`src/rtl/pci_cfg_hdr.sv`:
```
module pci_cfg_hdr #(
  parameter int          OFFS_W    = 8,
  parameter logic [15:0] VENDOR_ID = 16'h1A2B,
  parameter logic [15:0] DEVICE_ID = 16'h3C4D,
  parameter logic [31:0] CLASS_REV = 32'h0C033005,
  parameter logic [7:0]  HDR_TYPE  = 8'h00
) (
  input  logic              clk,
  input  logic              rst_n,
  input  logic [OFFS_W-1:0] cfg_offs,
  input  logic              cfg_wr,
  input  logic [31:0]       cfg_wdata,
  input  logic              cfg_rd,
  output logic [31:0]       cfg_rdata,
  output logic              cfg_rvalid
);

  localparam logic [OFFS_W-1:0] OFF_ID   = OFFS_W'(8'h00);
  localparam logic [OFFS_W-1:0] OFF_CMD  = OFFS_W'(8'h04);
  localparam logic [OFFS_W-1:0] OFF_CLS  = OFFS_W'(8'h08);
  localparam logic [OFFS_W-1:0] OFF_MISC = OFFS_W'(8'h0C);

  logic [15:0] cmd_q;
  logic [7:0]  lat_q;
  logic [7:0]  cls_q;
  logic [31:0] rd_mux;

  logic hit_cmd, hit_misc;
  assign hit_cmd  = cfg_offs == OFF_CMD;
  assign hit_misc = cfg_offs == OFF_MISC;

  logic unused_wbits;
  assign unused_wbits = ^cfg_wdata[31:16];

  always_ff @(posedge clk) begin
    if (!rst_n) begin
      cmd_q <= '0;
      lat_q <= '0;
      cls_q <= '0;
    end else if (cfg_wr) begin
      if (hit_cmd)  cmd_q <= cfg_wdata[15:0];
      if (hit_misc) begin
        lat_q <= cfg_wdata[15:8];
        cls_q <= cfg_wdata[7:0];
      end
    end
  end

  always_comb begin
    case (cfg_offs)
      OFF_ID:   rd_mux = {DEVICE_ID, VENDOR_ID};
      OFF_CMD:  rd_mux = {16'h0000, cmd_q};
      OFF_CLS:  rd_mux = CLASS_REV;
      OFF_MISC: rd_mux = {8'h00, HDR_TYPE, lat_q, cls_q};
      default:  rd_mux = '0;
    endcase
  end

  always_ff @(posedge clk) begin
    if (!rst_n) begin
      cfg_rvalid <= 1'b0;
      cfg_rdata  <= '0;
    end else begin
      cfg_rvalid <= cfg_rd;
      if (cfg_rd) cfg_rdata <= rd_mux;
    end
  end

  // command changes only through a write to its dword
  p_cmd_hold_r3: assert property (@(posedge clk) disable iff (!rst_n)
    !(cfg_wr && cfg_offs == OFF_CMD) |=> $stable(cmd_q));

  // a write to the command dword lands in the low half
  p_cmd_write_r3: assert property (@(posedge clk) disable iff (!rst_n)
    (cfg_wr && cfg_offs == OFF_CMD) |=> cmd_q == $past(cfg_wdata[15:0]));

  // timer fields change only through a write to their dword
  p_misc_hold_r5: assert property (@(posedge clk) disable iff (!rst_n)
    !(cfg_wr && cfg_offs == OFF_MISC) |=> ($stable(lat_q) && $stable(cls_q)));

  // BIST byte of returned data is zero
  p_bist_zero_r6: assert property (@(posedge clk) disable iff (!rst_n)
    (cfg_rvalid && $past(cfg_offs) == OFF_MISC) |-> cfg_rdata[31:24] == 8'h00);

  // status half of returned data is zero
  p_status_zero_r3: assert property (@(posedge clk) disable iff (!rst_n)
    (cfg_rvalid && $past(cfg_offs) == OFF_CMD) |-> cfg_rdata[31:16] == 16'h0000);

  // offsets outside the header return zero
  p_unimpl_zero_r7: assert property (@(posedge clk) disable iff (!rst_n)
    (cfg_rvalid && $past(cfg_offs) != OFF_ID && $past(cfg_offs) != OFF_CMD &&
     $past(cfg_offs) != OFF_CLS && $past(cfg_offs) != OFF_MISC) |-> cfg_rdata == 32'h0);

  // read data is unchanged when no read was issued
  p_rdata_hold_r8: assert property (@(posedge clk) disable iff (!rst_n)
    !cfg_rd |=> $stable(cfg_rdata));

endmodule

```
`config.mk`:
```
export PLATFORM = sky130hd
export DESIGN_NAME = pci_cfg_hdr
export DESIGN_NICKNAME = d
export VERILOG_FILES = /design/src/rtl/pci_cfg_hdr.sv
export SDC_FILE = /design/constraint.sdc
export NUM_CORES = 1
export LEC_CHECK = 0
export BUFFER_PORTS_ARGS = -buffer_cell sky130_fd_sc_hd__buf_2
export CORE_UTILIZATION = 47
export CTS_CLUSTER_DIAMETER = 100
export DETAILED_ROUTE_END_ITERATION = 10
export GPL_TIMING_DRIVEN = 0
export PLACE_DENSITY = 0.75
export SLEW_MARGIN = 0
export SYNTH_ARGS = -nofsm -noshare
export SYNTH_HDL_FRONTEND = slang
export SYNTH_SLANG_ARGS = --single-unit
```
`constraint.sdc`:
```
create_clock -name clk -period 1.5 [get_ports clk]
set_input_delay 0.225 -clock clk [delete_from_list [all_inputs] [get_ports clk]]
set_output_delay 0.225 -clock clk [all_outputs]
set_load 0.02 [all_outputs]
```
==> impl_metrics.prom, run 1 <==
# TYPE chip_impl_metric gauge
chip_impl_metric{name="synth_top_area_share",unit="%"} 44.1
chip_impl_metric{name="antenna_found_initial",unit=""} 0
chip_impl_info{name="run_status",value="finished clean"} 1
chip_impl_metric{name="arrival",unit="ns"} 1.48
chip_impl_metric{name="worst_margin_pin_slew",unit="ns"} 0.508
chip_impl_metric{name="dr_iter_0_viols",unit=""} 179
chip_impl_metric{name="final_hold_vio_count",unit=""} 0
chip_impl_metric{name="synth.yosys.warnings",unit=""} 0
chip_impl_metric{name="via_per_inst",unit=""} 4.87
chip_impl_metric{name="crit_fanout",unit=""} 10
chip_impl_metric{name="ios",unit=""} 77
chip_impl_metric{name="grt_first_pass_wirelength",unit="um"} 8400
chip_impl_metric{name="powerDensity",unit="nW/um2"} 856
chip_impl_metric{name="postRouteAntennaNets",unit=""} 0
chip_impl_metric{name="clk_transition_reported_paths",unit="ns"} 0.10
chip_impl_metric{name="syn_area",unit="um2"} 2360
chip_impl_metric{name="core_region_area",unit="um2"} 4790
chip_impl_metric{name="core.rowCount",unit=""} 25
chip_impl_metric{name="area_of_all_placed_cells_without_fillers",unit="um2"} 2830
chip_impl_metric{name="fin_skew",unit="ns"} 0.00844
chip_impl_metric{name="ys_async_sr_fraction",unit="%"} 0
chip_impl_metric{name="antenna_cells",unit=""} 0
chip_impl_metric{name="synth_cell_types",unit=""} 27
chip_impl_info{name="class_of_the_tightest_hold_or_removal_check",value="input port to register"} 1
chip_impl_metric{name="detail_route.first_pass.iterations",unit=""} 4
chip_impl_metric{name="drc",unit=""} 0
chip_impl_metric{name="finalNonFillerCells",unit=""} 385
chip_impl_info{name="clock_tree_from_tritoncts",value="yes"} 1
chip_impl_metric{name="reg2regPathDepth",unit=""} 3
chip_impl_metric{name="setup_viol_count_final",unit=""} 0
chip_impl_metric{name="p_total",unit="mW"} 2.42
chip_impl_metric{name="ff2ff_setup_slack",unit="ns"} 0.60
chip_impl_info{name="setup.worst_path.start",value="cfg_offs[2]"} 1
chip_impl_metric{name="postCtsHoldBufs",unit=""} 0
chip_impl_metric{name="post_cts_resized",unit=""} 0
chip_impl_metric{name="floorplan.die_area",unit="um2"} 5310
chip_impl_metric{name="finalHoldWorstSlack",unit="ns"} 0.171
chip_impl_metric{name="post_cts_setup_buffer_count",unit=""} 0
chip_impl_metric{name="tritoncts_num_sinks",unit=""} 52
chip_impl_metric{name="maximum_number_of_pins_on_one_net_before_global_route_repair",unit=""} 18
chip_impl_metric{name="postSynthCellCount",unit=""} 251
chip_impl_info{name="rr_endpoint",value="cfg_rdata[12]"} 1
chip_impl_info{name="cp-start-kind",value="input port"} 1
chip_impl_metric{name="port_buffers",unit=""} 53
chip_impl_info{name="grt_setup_unrepaired",value="false"} 1
chip_impl_metric{name="finish.net_count",unit=""} 361
chip_impl_metric{name="worst_ep_required_time",unit="ns"} 1.71
chip_impl_info{name="hold_path.startpoint",value="cfg_wdata[7]"} 1
chip_impl_info{name="critical_path_class",value="input port to register"} 1
chip_impl_metric{name="finalCoreUtilization",unit="%"} 59.1
chip_impl_metric{name="synthesis_to_finish_area_growth",unit="%"} 19.7
chip_impl_metric{name="globalplace.congestion",unit=""} 0.845
chip_impl_metric{name="drive_gt1_share",unit="%"} 28.3
chip_impl_metric{name="layout_min_cycle_time",unit="ns"} 1.27
chip_impl_metric{name="grt.total_usage",unit="%"} 20.7
chip_impl_metric{name="syn_area_per_cell",unit="um2"} 9.41
chip_impl_info{name="holdPathEnd",value="cls_q[7]"} 1
chip_impl_metric{name="dieWidth",unit="um"} 72.9
chip_impl_metric{name="h-tree-depth",unit=""} 2
chip_impl_metric{name="route.vias.total",unit=""} 1876
chip_impl_metric{name="timing.final.max_slew_violations",unit=""} 0
chip_impl_metric{name="tritoncts_buffer_count",unit=""} 5
chip_impl_metric{name="detailed_place.area",unit="um2"} 2730
chip_impl_metric{name="max_capacitance_violation_total",unit=""} 0
chip_impl_info{name="cts_root_buf",value="clkbuf_8"} 1
chip_impl_metric{name="synth_seq_area_share",unit="%"} 44.1
chip_impl_metric{name="initial_utilization",unit="%"} 49.4
chip_impl_metric{name="clk-insertion-delay-late",unit="ns"} 0.31
chip_impl_info{name="synth_flop_cell",value="dfxtp_1"} 1
chip_impl_metric{name="synth_edf_count",unit=""} 0
chip_impl_metric{name="peak_supply_drop",unit="mV"} 0.557
chip_impl_info{name="yosys.cell_count.top_type",value="nand2_1"} 1
chip_impl_metric{name="leakage",unit="nW"} 1.39
chip_impl_metric{name="ys_ff_latch",unit=""} 52
chip_impl_metric{name="fmaxAchievable",unit="GHz"} 0.788
chip_impl_info{name="element_type_at_the_critical_path_end",value="register"} 1
chip_impl_metric{name="dp_cells",unit=""} 377
chip_impl_metric{name="slew-limit-headroom",unit="%"} 66.1
chip_impl_metric{name="detailedPlacementHpwl",unit="um"} 3730
chip_impl_metric{name="die_span_in_y",unit="um"} 72.9
chip_impl_metric{name="grt_pass1_vias",unit=""} 1845
chip_impl_metric{name="timing.final.crit_share",unit="%"} 84.6
chip_impl_metric{name="wl_per_cell",unit="um"} 13.1
chip_impl_info{name="yosysTopAreaCell",value="dfxtp_1"} 1
chip_impl_metric{name="hold_depth",unit=""} 3
chip_impl_metric{name="grt_overflow",unit=""} 0
chip_impl_info{name="synth.cells.most_frequent",value="nand2_1 (55), dfxtp_1 (52), mux2i_1 (32)"} 1
chip_impl_info{name="top_cells_by_area_in_the_synthesized_netlist",value="dfxtp_1 (44%), mux2i_1 (14%), nand2_1 (8.7%)"} 1
chip_impl_metric{name="cts_buffer_depth",unit=""} 2
chip_impl_metric{name="totalWireLength",unit="um"} 5040
chip_impl_info{name="reg2reg_from",value="cmd_q[12]"} 1
registers in the layout, indices dropped and copies added (netlist names):
name	count
cfg_rdata	19
cmd_q	16
cls_q	8
lat_q	8
cfg_rvalid	1
power by group:
part	total, mW	internal [mW]	switching (mW)
Sequential	1.39	1.38	0.00257
Clock	0.809	0.331	0.478
Combinational	0.222	0.0826	0.140
layout by cell type (no fill, tap or decap), drive strengths merged, types with 7 or more instances in the layout:
cell type / count
a32o: 7
nand2: 55
nor2b: 7
nand2b: 11
a21oi: 12
nand4: 10
clkbuf: 20
conb: 7
mux2i: 32
mux2: 9
buf: 70
dfxtp: 52
how the worst max path moves through the flow:
stage / end / cells after the start
global placement: cmd_q[1] / 6
finish: cmd_q[1] / 6
global route: cfg_rdata[8] / 5
CTS: cmd_q[1] / 6
detailed placement: cmd_q[1] / 6
floorplan: cmd_q[0] / 5
per-stage QoR:
stage | setup WS (ns) | setup TNS (ns)
2_1_floorplan | 0.217 | 0
3_3_place_gp | -0.0751 | -1.56
3_5_place_dp | -0.0947 | -2.01
4_1_cts | 0.233 | 0
5_1_grt | 0.136 | 0
6_report | 0.230 | 0
routing by layer:
layer	up-vias	part of all wire [%]	global-route usage [%]
li1	974	-	-
met1	844	49	27.8
met2	50	45	32.8
met3	8	4.2	4.14
met4	0	1.7	8.06
met5	-	0	0
cell families (layout without fill, tap and decap cells):
kind of cell	Yosys count	after routing	share of synthesized area, %
other cells	1	7	0.159
flops	52	52	44.1
mux	41	41	17.8
buf+inv	35	96	8.47
simple gates	92	92	20.4
compound gates	30	30	9.06
final cells by class:
type | count | area [um2]
Clock inverter | 3 | 23.8
Buffer | 32 | 189
Tap cell | 67 | 83.8
Multi-Input combinational cell | 170 | 1140
Inverter | 3 | 11.3
Fill cell | 456 | 1960
Sequential cell | 52 | 1040
Clock buffer | 5 | 68.8
Timing Repair Buffer | 53 | 265
critical path, cell delays in order:
cell      delay [ns]
buf_2           0.14
nor3b_4         0.46
nand4b_1        0.14
buf_4           0.20
buf_6           0.17
mux2i_1         0.13
Note: power is estimated with default switching activity, not from simulation.
==> inputs of run 2 (changes only) <==
==> constraint.sdc (replaced) <==
create_clock -name clk -period 1.25 [get_ports clk]
set_input_delay 0.1875 -clock clk [delete_from_list [all_inputs] [get_ports clk]]
set_output_delay 0.1875 -clock clk [all_outputs]
set_load 0.02 [all_outputs]
==> impl_metrics.prom, run 2 (synthesis results as in run 1) <==
# TYPE chip_impl_metric gauge
chip_impl_metric{name="slew-limit-headroom",unit="%"} 66.4
chip_impl_metric{name="max_capacitance_violation_total",unit=""} 0
chip_impl_metric{name="arrival",unit="ns"} 0.95
chip_impl_metric{name="peak_supply_drop",unit="mV"} 0.671
chip_impl_info{name="setup.worst_path.start",value="cfg_rdata[27]"} 1
chip_impl_metric{name="postCtsHoldBufs",unit=""} 0
chip_impl_metric{name="worst_margin_pin_slew",unit="ns"} 0.504
chip_impl_metric{name="antenna_found_initial",unit=""} 0
chip_impl_metric{name="largest_register_ffs",unit=""} 19
chip_impl_metric{name="crit_fanout",unit=""} 4
chip_impl_info{name="run_status",value="finished clean"} 1
chip_impl_info{name="reg2reg_from",value="cmd_q[12]"} 1
chip_impl_info{name="cts_root_buf",value="clkbuf_8"} 1
chip_impl_metric{name="via_per_inst",unit=""} 4.90
chip_impl_metric{name="maximum_number_of_pins_on_one_net_before_global_route_repair",unit=""} 18
chip_impl_metric{name="met2_length",unit="um"} 2280
chip_impl_metric{name="totalWireLength",unit="um"} 5040
chip_impl_metric{name="grt_overflow",unit=""} 0
chip_impl_info{name="top_regs",value="cfg_rdata x19, cmd_q x16"} 1
chip_impl_metric{name="worst_ep_required_time",unit="ns"} 1.06
chip_impl_metric{name="synthesis_to_finish_area_growth",unit="%"} 20.5
chip_impl_metric{name="grt_first_pass_wirelength",unit="um"} 8400
chip_impl_metric{name="globalplace.congestion",unit=""} 0.845
chip_impl_metric{name="fmaxAchievable",unit="GHz"} 0.877
chip_impl_metric{name="core_region_area",unit="um2"} 4790
chip_impl_metric{name="reg2regPathDepth",unit=""} 3
chip_impl_metric{name="dieWidth",unit="um"} 72.9
chip_impl_metric{name="layout_min_cycle_time",unit="ns"} 1.14
chip_impl_info{name="critical_path_class",value="register to output port"} 1
chip_impl_metric{name="cts_buffer_depth",unit=""} 2
chip_impl_info{name="largest_register",value="cfg_rdata"} 1
chip_impl_info{name="final_common_cell",value="nand2_1"} 1
chip_impl_info{name="rr_endpoint",value="cfg_rdata[12]"} 1
chip_impl_metric{name="die_span_in_y",unit="um"} 72.9
chip_impl_info{name="class_of_the_tightest_hold_or_removal_check",value="input port to register"} 1
chip_impl_metric{name="initial_utilization",unit="%"} 49.4
chip_impl_metric{name="timing.final.max_slew_violations",unit=""} 0
chip_impl_metric{name="finish.net_count",unit=""} 363
chip_impl_info{name="cp_cell_sequence",value="buf_4 -> buf_2"} 1
chip_impl_metric{name="setup_viol_count_final",unit=""} 0
chip_impl_metric{name="h-tree-depth",unit=""} 2
chip_impl_metric{name="detail_route.first_pass.iterations",unit=""} 5
chip_impl_info{name="clock_tree_from_tritoncts",value="yes"} 1
chip_impl_metric{name="detailedPlacementHpwl",unit="um"} 3730
chip_impl_metric{name="dr_iter_0_viols",unit=""} 183
chip_impl_metric{name="clk_transition_reported_paths",unit="ns"} 0.10
chip_impl_metric{name="dp_cells",unit=""} 377
chip_impl_metric{name="met3RoutedLength",unit="um"} 238
chip_impl_metric{name="wl_per_cell",unit="um"} 13.0
chip_impl_info{name="most-common-layout-cells",value="nand2_1 (55), buf_2 (54), dfxtp_1 (51), mux2i_1 (32), buf_4 (16)"} 1
chip_impl_metric{name="drive_gt1_share",unit="%"} 30.0
chip_impl_metric{name="tritoncts_num_sinks",unit=""} 52
chip_impl_metric{name="powerDensity",unit="nW/um2"} 1020
chip_impl_metric{name="final_hold_vio_count",unit=""} 0
chip_impl_metric{name="antenna_cells",unit=""} 0
chip_impl_metric{name="route.vias.total",unit=""} 1898
chip_impl_metric{name="finalCoreUtilization",unit="%"} 59.5
chip_impl_metric{name="timing.final.crit_share",unit="%"} 91.2
chip_impl_metric{name="wire_length_on_met1",unit="um"} 2430
chip_impl_metric{name="grt_pass1_vias",unit=""} 1845
chip_impl_info{name="cp-start-kind",value="register"} 1
chip_impl_metric{name="slowest_delay",unit="ns"} 0.38
chip_impl_info{name="grt_setup_unrepaired",value="true"} 1
chip_impl_metric{name="clk-insertion-delay-late",unit="ns"} 0.31
chip_impl_info{name="crit_slowest_cell",value="dfxtp_1"} 1
chip_impl_info{name="worstSetupEndpoint",value="cfg_rdata[26]"} 1
chip_impl_metric{name="leakage",unit="nW"} 1.41
chip_impl_info{name="topRoutingLayerUsed",value="met4"} 1
chip_impl_info{name="element_type_at_the_critical_path_end",value="output port"} 1
chip_impl_metric{name="ios",unit=""} 77
chip_impl_metric{name="ff2ff_setup_slack",unit="ns"} 0.34
chip_impl_metric{name="postRouteAntennaNets",unit=""} 0
chip_impl_metric{name="finalNonFillerCells",unit=""} 387
chip_impl_metric{name="fin_skew",unit="ns"} 0.00970
chip_impl_metric{name="grt.total_usage",unit="%"} 20.7
chip_impl_metric{name="port_buffers",unit=""} 53
chip_impl_metric{name="tritoncts_buffer_count",unit=""} 5
chip_impl_metric{name="floorplan.die_area",unit="um2"} 5310
chip_impl_metric{name="drc",unit=""} 0
chip_impl_metric{name="core.rowCount",unit=""} 25
-- run 2: critical path, delay by kind of cell (launching register included) --
family,cells,cell delay [ns]
buffers and inverters,2,0.27
flip-flops,1,0.38
-- run 2: repair_timing --
action                     CTS  global route
setup endpoints to repair    0            34
gates resized for setup      0             7
buffers inserted             0             2
-- run 2: power by group --
group,total (mW),internal [mW],switching (mW)
registers,1.66,1.66,0.00307
logic,0.271,0.103,0.168
clock network,0.970,0.397,0.573
total,2.91,2.16,0.744
-- run 2: worst min path at each step --
stage / to / from / cells after the start
2_1_floorplan: cls_q[0] / cfg_wdata[0] / 2
3_3_place_gp: cls_q[6] / cls_q[6] / 2
3_5_place_dp: lat_q[4] / lat_q[4] / 2
4_1_cts: cls_q[7] / cfg_wdata[7] / 3
5_1_grt: cmd_q[7] / cfg_wdata[7] / 3
6_report: cls_q[7] / cfg_wdata[7] / 3
-- run 2: final cells by class --
| type | count | area (um2) |
|---|---|---|
| Timing Repair Buffer | 55 | 280 |
| Clock inverter | 3 | 23.8 |
| Clock buffer | 5 | 68.8 |
| Fill cell | 455 | 1940 |
| Inverter | 3 | 11.3 |
| Multi-Input combinational cell | 170 | 1140 |
| Tap cell | 67 | 83.8 |
| Sequential cell | 52 | 1040 |
| Buffer | 32 | 193 |
-- run 2: metrics by stage --
step	total power, mW	setup TNS, ns	hold WS, ns	worst slack [ns]	instance area [um2]
floorplan	1.87	0	0.349	0.00403	2380
global placement	1.97	-11.06	0.442	-0.288	2730
detailed placement	1.97	-12.06	0.449	-0.307	2730
CTS	2.93	0	0.130	0.0207	2830
global route	3.04	-0.00178	0.127	-0.00152	2850
finish	2.91	0	0.135	0.110	2850
-- run 2: per-layer routing --
layer	global-route usage [%]	up-vias
li1	-	980
met1	27.8	853
met2	32.8	57
met3	4.14	8
met4	8.06	0
met5	0	-
==> inputs of run 3 (changes only) <==
--- a/config.mk
+++ b/config.mk
@@ -6,11 +6,15 @@
 export NUM_CORES = 1
 export LEC_CHECK = 0
 export BUFFER_PORTS_ARGS = -buffer_cell sky130_fd_sc_hd__buf_2
-export CORE_UTILIZATION = 47
+export CELL_PAD_IN_SITES_DETAIL_PLACEMENT = 1
+export CELL_PAD_IN_SITES_GLOBAL_PLACEMENT = 2
+export CORE_ASPECT_RATIO = 1.5
+export CORE_MARGIN = 2
+export CORE_UTILIZATION = 29
 export CTS_CLUSTER_DIAMETER = 100
 export DETAILED_ROUTE_END_ITERATION = 10
 export GPL_TIMING_DRIVEN = 0
-export PLACE_DENSITY = 0.75
+export PLACE_DENSITY_LB_ADDON = 0.1
 export SLEW_MARGIN = 0
 export SYNTH_ARGS = -nofsm -noshare
 export SYNTH_HDL_FRONTEND = slang
==> impl_metrics.prom, run 3 (synthesis results as in run 1) <==
# TYPE chip_impl_metric gauge
chip_impl_metric{name="die_span_in_y",unit="um"} 115
chip_impl_metric{name="arrival",unit="ns"} 1.35
chip_impl_metric{name="final_hold_vio_count",unit=""} 0
chip_impl_metric{name="route.vias.total",unit=""} 1911
chip_impl_info{name="element_type_at_the_critical_path_end",value="register"} 1
chip_impl_metric{name="switching_share",unit="%"} 23.8
chip_impl_metric{name="core.rowCount",unit=""} 40
chip_impl_info{name="clock_tree_from_tritoncts",value="yes"} 1
chip_impl_info{name="reg2reg_from",value="lat_q[4]"} 1
chip_impl_metric{name="antenna_cells",unit=""} 0
chip_impl_metric{name="floorplan.die_area",unit="um2"} 8900
chip_impl_metric{name="grt.total_usage",unit="%"} 14.4
chip_impl_metric{name="power.internal",unit="mW"} 2.56
chip_impl_metric{name="detail_route.first_pass.iterations",unit=""} 4
chip_impl_metric{name="share_clk_of_total_power",unit="%"} 41.9
chip_impl_metric{name="tritoncts_buffer_count",unit=""} 5
chip_impl_metric{name="core_region_area",unit="um2"} 7960
chip_impl_metric{name="seq_power_share",unit="%"} 49.7
chip_impl_metric{name="drive_gt1_share",unit="%"} 30.9
chip_impl_metric{name="postRouteAntennaNets",unit=""} 0
chip_impl_metric{name="clk-insertion-delay-late",unit="ns"} 0.29
chip_impl_metric{name="grt_pass1_vias",unit=""} 1932
chip_impl_info{name="cts_root_buf",value="clkbuf_16"} 1
chip_impl_info{name="largest_register",value="cfg_rdata"} 1
chip_impl_metric{name="finalNonFillerCells",unit=""} 425
chip_impl_info{name="class_of_the_tightest_hold_or_removal_check",value="input port to register"} 1
chip_impl_metric{name="antenna_found_initial",unit=""} 0
chip_impl_metric{name="leakage",unit="nW"} 1.46
chip_impl_metric{name="drc",unit=""} 0
chip_impl_metric{name="peak_supply_drop",unit="mV"} 0.558
chip_impl_metric{name="layout_min_cycle_time",unit="ns"} 1.17
chip_impl_info{name="grt_setup_unrepaired",value="false"} 1
chip_impl_metric{name="post-route-worst-setup-slack",unit="ns"} 0.0814
chip_impl_metric{name="timing.final.max_slew_violations",unit=""} 0
chip_impl_metric{name="combinational_power_share",unit="%"} 8.4
chip_impl_metric{name="dieWidth",unit="um"} 77.7
chip_impl_metric{name="max_capacitance_violation_total",unit=""} 0
chip_impl_metric{name="timing.final.crit_share",unit="%"} 93.5
chip_impl_metric{name="finalHoldWorstSlack",unit="ns"} 0.160
chip_impl_info{name="setup.worst_path.start",value="cfg_offs[4]"} 1
chip_impl_metric{name="dr_iter_0_viols",unit=""} 53
chip_impl_metric{name="slew-limit-headroom",unit="%"} 66.5
chip_impl_metric{name="fmaxAchievable",unit="GHz"} 0.856
chip_impl_metric{name="cts_buffer_depth",unit=""} 2
chip_impl_info{name="run_status",value="finished clean"} 1
chip_impl_metric{name="clk_transition_reported_paths",unit="ns"} 0.07
chip_impl_metric{name="crit_fanout",unit=""} 10
chip_impl_metric{name="ios",unit=""} 77
chip_impl_metric{name="via_per_inst",unit=""} 4.50
chip_impl_metric{name="finish.net_count",unit=""} 363
chip_impl_metric{name="synthesis_to_finish_area_growth",unit="%"} 25.1
chip_impl_metric{name="p_sw",unit="mW"} 0.797
chip_impl_metric{name="dp_cells",unit=""} 415
chip_impl_metric{name="maximum_number_of_pins_on_one_net_before_global_route_repair",unit=""} 16
chip_impl_metric{name="worst_ep_required_time",unit="ns"} 1.43
chip_impl_metric{name="largest_register_ffs",unit=""} 19
chip_impl_metric{name="detailedPlacementHpwl",unit="um"} 4670
chip_impl_metric{name="worst_margin_pin_slew",unit="ns"} 0.503
chip_impl_metric{name="tritoncts_num_sinks",unit=""} 52
chip_impl_metric{name="powerDensity",unit="nW/um2"} 1140
chip_impl_info{name="most-common-layout-cells",value="nand2_1 (55), buf_2 (54), dfxtp_1 (51), mux2i_1 (32), buf_4 (16)"} 1
chip_impl_metric{name="port_buffers",unit=""} 53
chip_impl_metric{name="totalWireLength",unit="um"} 6150
chip_impl_metric{name="preCtsSetupSlack",unit="ns"} -0.376
chip_impl_info{name="critical_path_class",value="input port to register"} 1
chip_impl_metric{name="postCtsHoldBufs",unit=""} 0
chip_impl_metric{name="setup_viol_count_final",unit=""} 0
chip_impl_info{name="top_regs",value="cfg_rdata x19, cmd_q x16"} 1
chip_impl_info{name="final_common_cell",value="nand2_1"} 1
chip_impl_metric{name="h-tree-depth",unit=""} 2
chip_impl_metric{name="setup-tns-final",unit="ns"} 0
chip_impl_metric{name="grt_first_pass_wirelength",unit="um"} 9890
chip_impl_metric{name="finalCoreUtilization",unit="%"} 37.1
chip_impl_metric{name="wl_per_cell",unit="um"} 14.5
chip_impl_metric{name="initial_utilization",unit="%"} 29.7
chip_impl_info{name="hold_path.startpoint",value="cfg_wdata[14]"} 1
chip_impl_metric{name="grt_overflow",unit=""} 0
chip_impl_metric{name="globalplace.congestion",unit=""} 0.658
chip_impl_info{name="cp-start-kind",value="input port"} 1
chip_impl_metric{name="fin_skew",unit="ns"} 0.00463
==> run 3: layout make-up <==
| type | count | area, um2 |
|---|---|---|
| timing repair buffer | 55 | 280 |
| fill | 954 | 5000 |
| multi-input combinational | 170 | 1140 |
| clock buffer | 6 | 139 |
| inverter | 3 | 11.3 |
| clock inverter | 2 | 10.0 |
| buffer | 32 | 196 |
| tap | 105 | 131 |
| sequential | 52 | 1040 |
==> run 3: critical path, cell delays in order <==
cell and delay [ns]:
buf_2 0.11, nor4_4 0.25, buf_4 0.18, nand4b_1 0.12, buf_4 0.20, buf_6 0.17, mux2i_1 0.12
==> run 3: path summary, 6_finish.rpt <==
path / to / slack, ns / depth (start not counted)
setup / recovery: cmd_q[12] / 0.08 / 7
hold / removal: lat_q[6] / 0.16 / 3
setup reg to reg: cfg_rdata[12] / 0.34 / 3
hold reg to reg: lat_q[5] / 0.46 / 2
==> run 3: power by group through the flow <==
stage	Clock [mW]	Sequential [mW]	Combinational [mW]
floorplan	0	1.71	0.159
global placement	0	1.70	0.281
detailed placement	0	1.70	0.282
CTS	1.45	1.66	0.287
global route	1.53	1.66	0.311
finish	1.41	1.66	0.282
==> run 3: per-layer routing <==
| layer | share of wire (%) | vias to the layer above | GRT usage [%] |
|---|---|---|---|
| li1 | - | 975 | - |
| met1 | 45 | 885 | 17.4 |
| met2 | 49 | 44 | 24.9 |
| met3 | 4.5 | 7 | 3.23 |
| met4 | 1.7 | 0 | 5.36 |
| met5 | 0 | - | 0 |
==> run 3: what timing repair did <==
item | 4_1_cts | 5_1_grt
endpoints found under the setup margin | 26 | 19
gates resized for setup | 3 | 7
setup buffers | 2 | 0
pin swaps | 1 | 0
hold endpoints to repair | 0 | 0
==> run 3: stage by stage <==
| step | instance area [um2] | total power, mW |
|---|---|---|
| after floorplan | 2380 | 1.87 |
| after global placement | 2780 | 1.98 |
| after detailed placement | 2780 | 1.99 |
| after CTS | 2950 | 3.40 |
| after global routing | 2950 | 3.51 |
| final | 2950 | 3.35 |
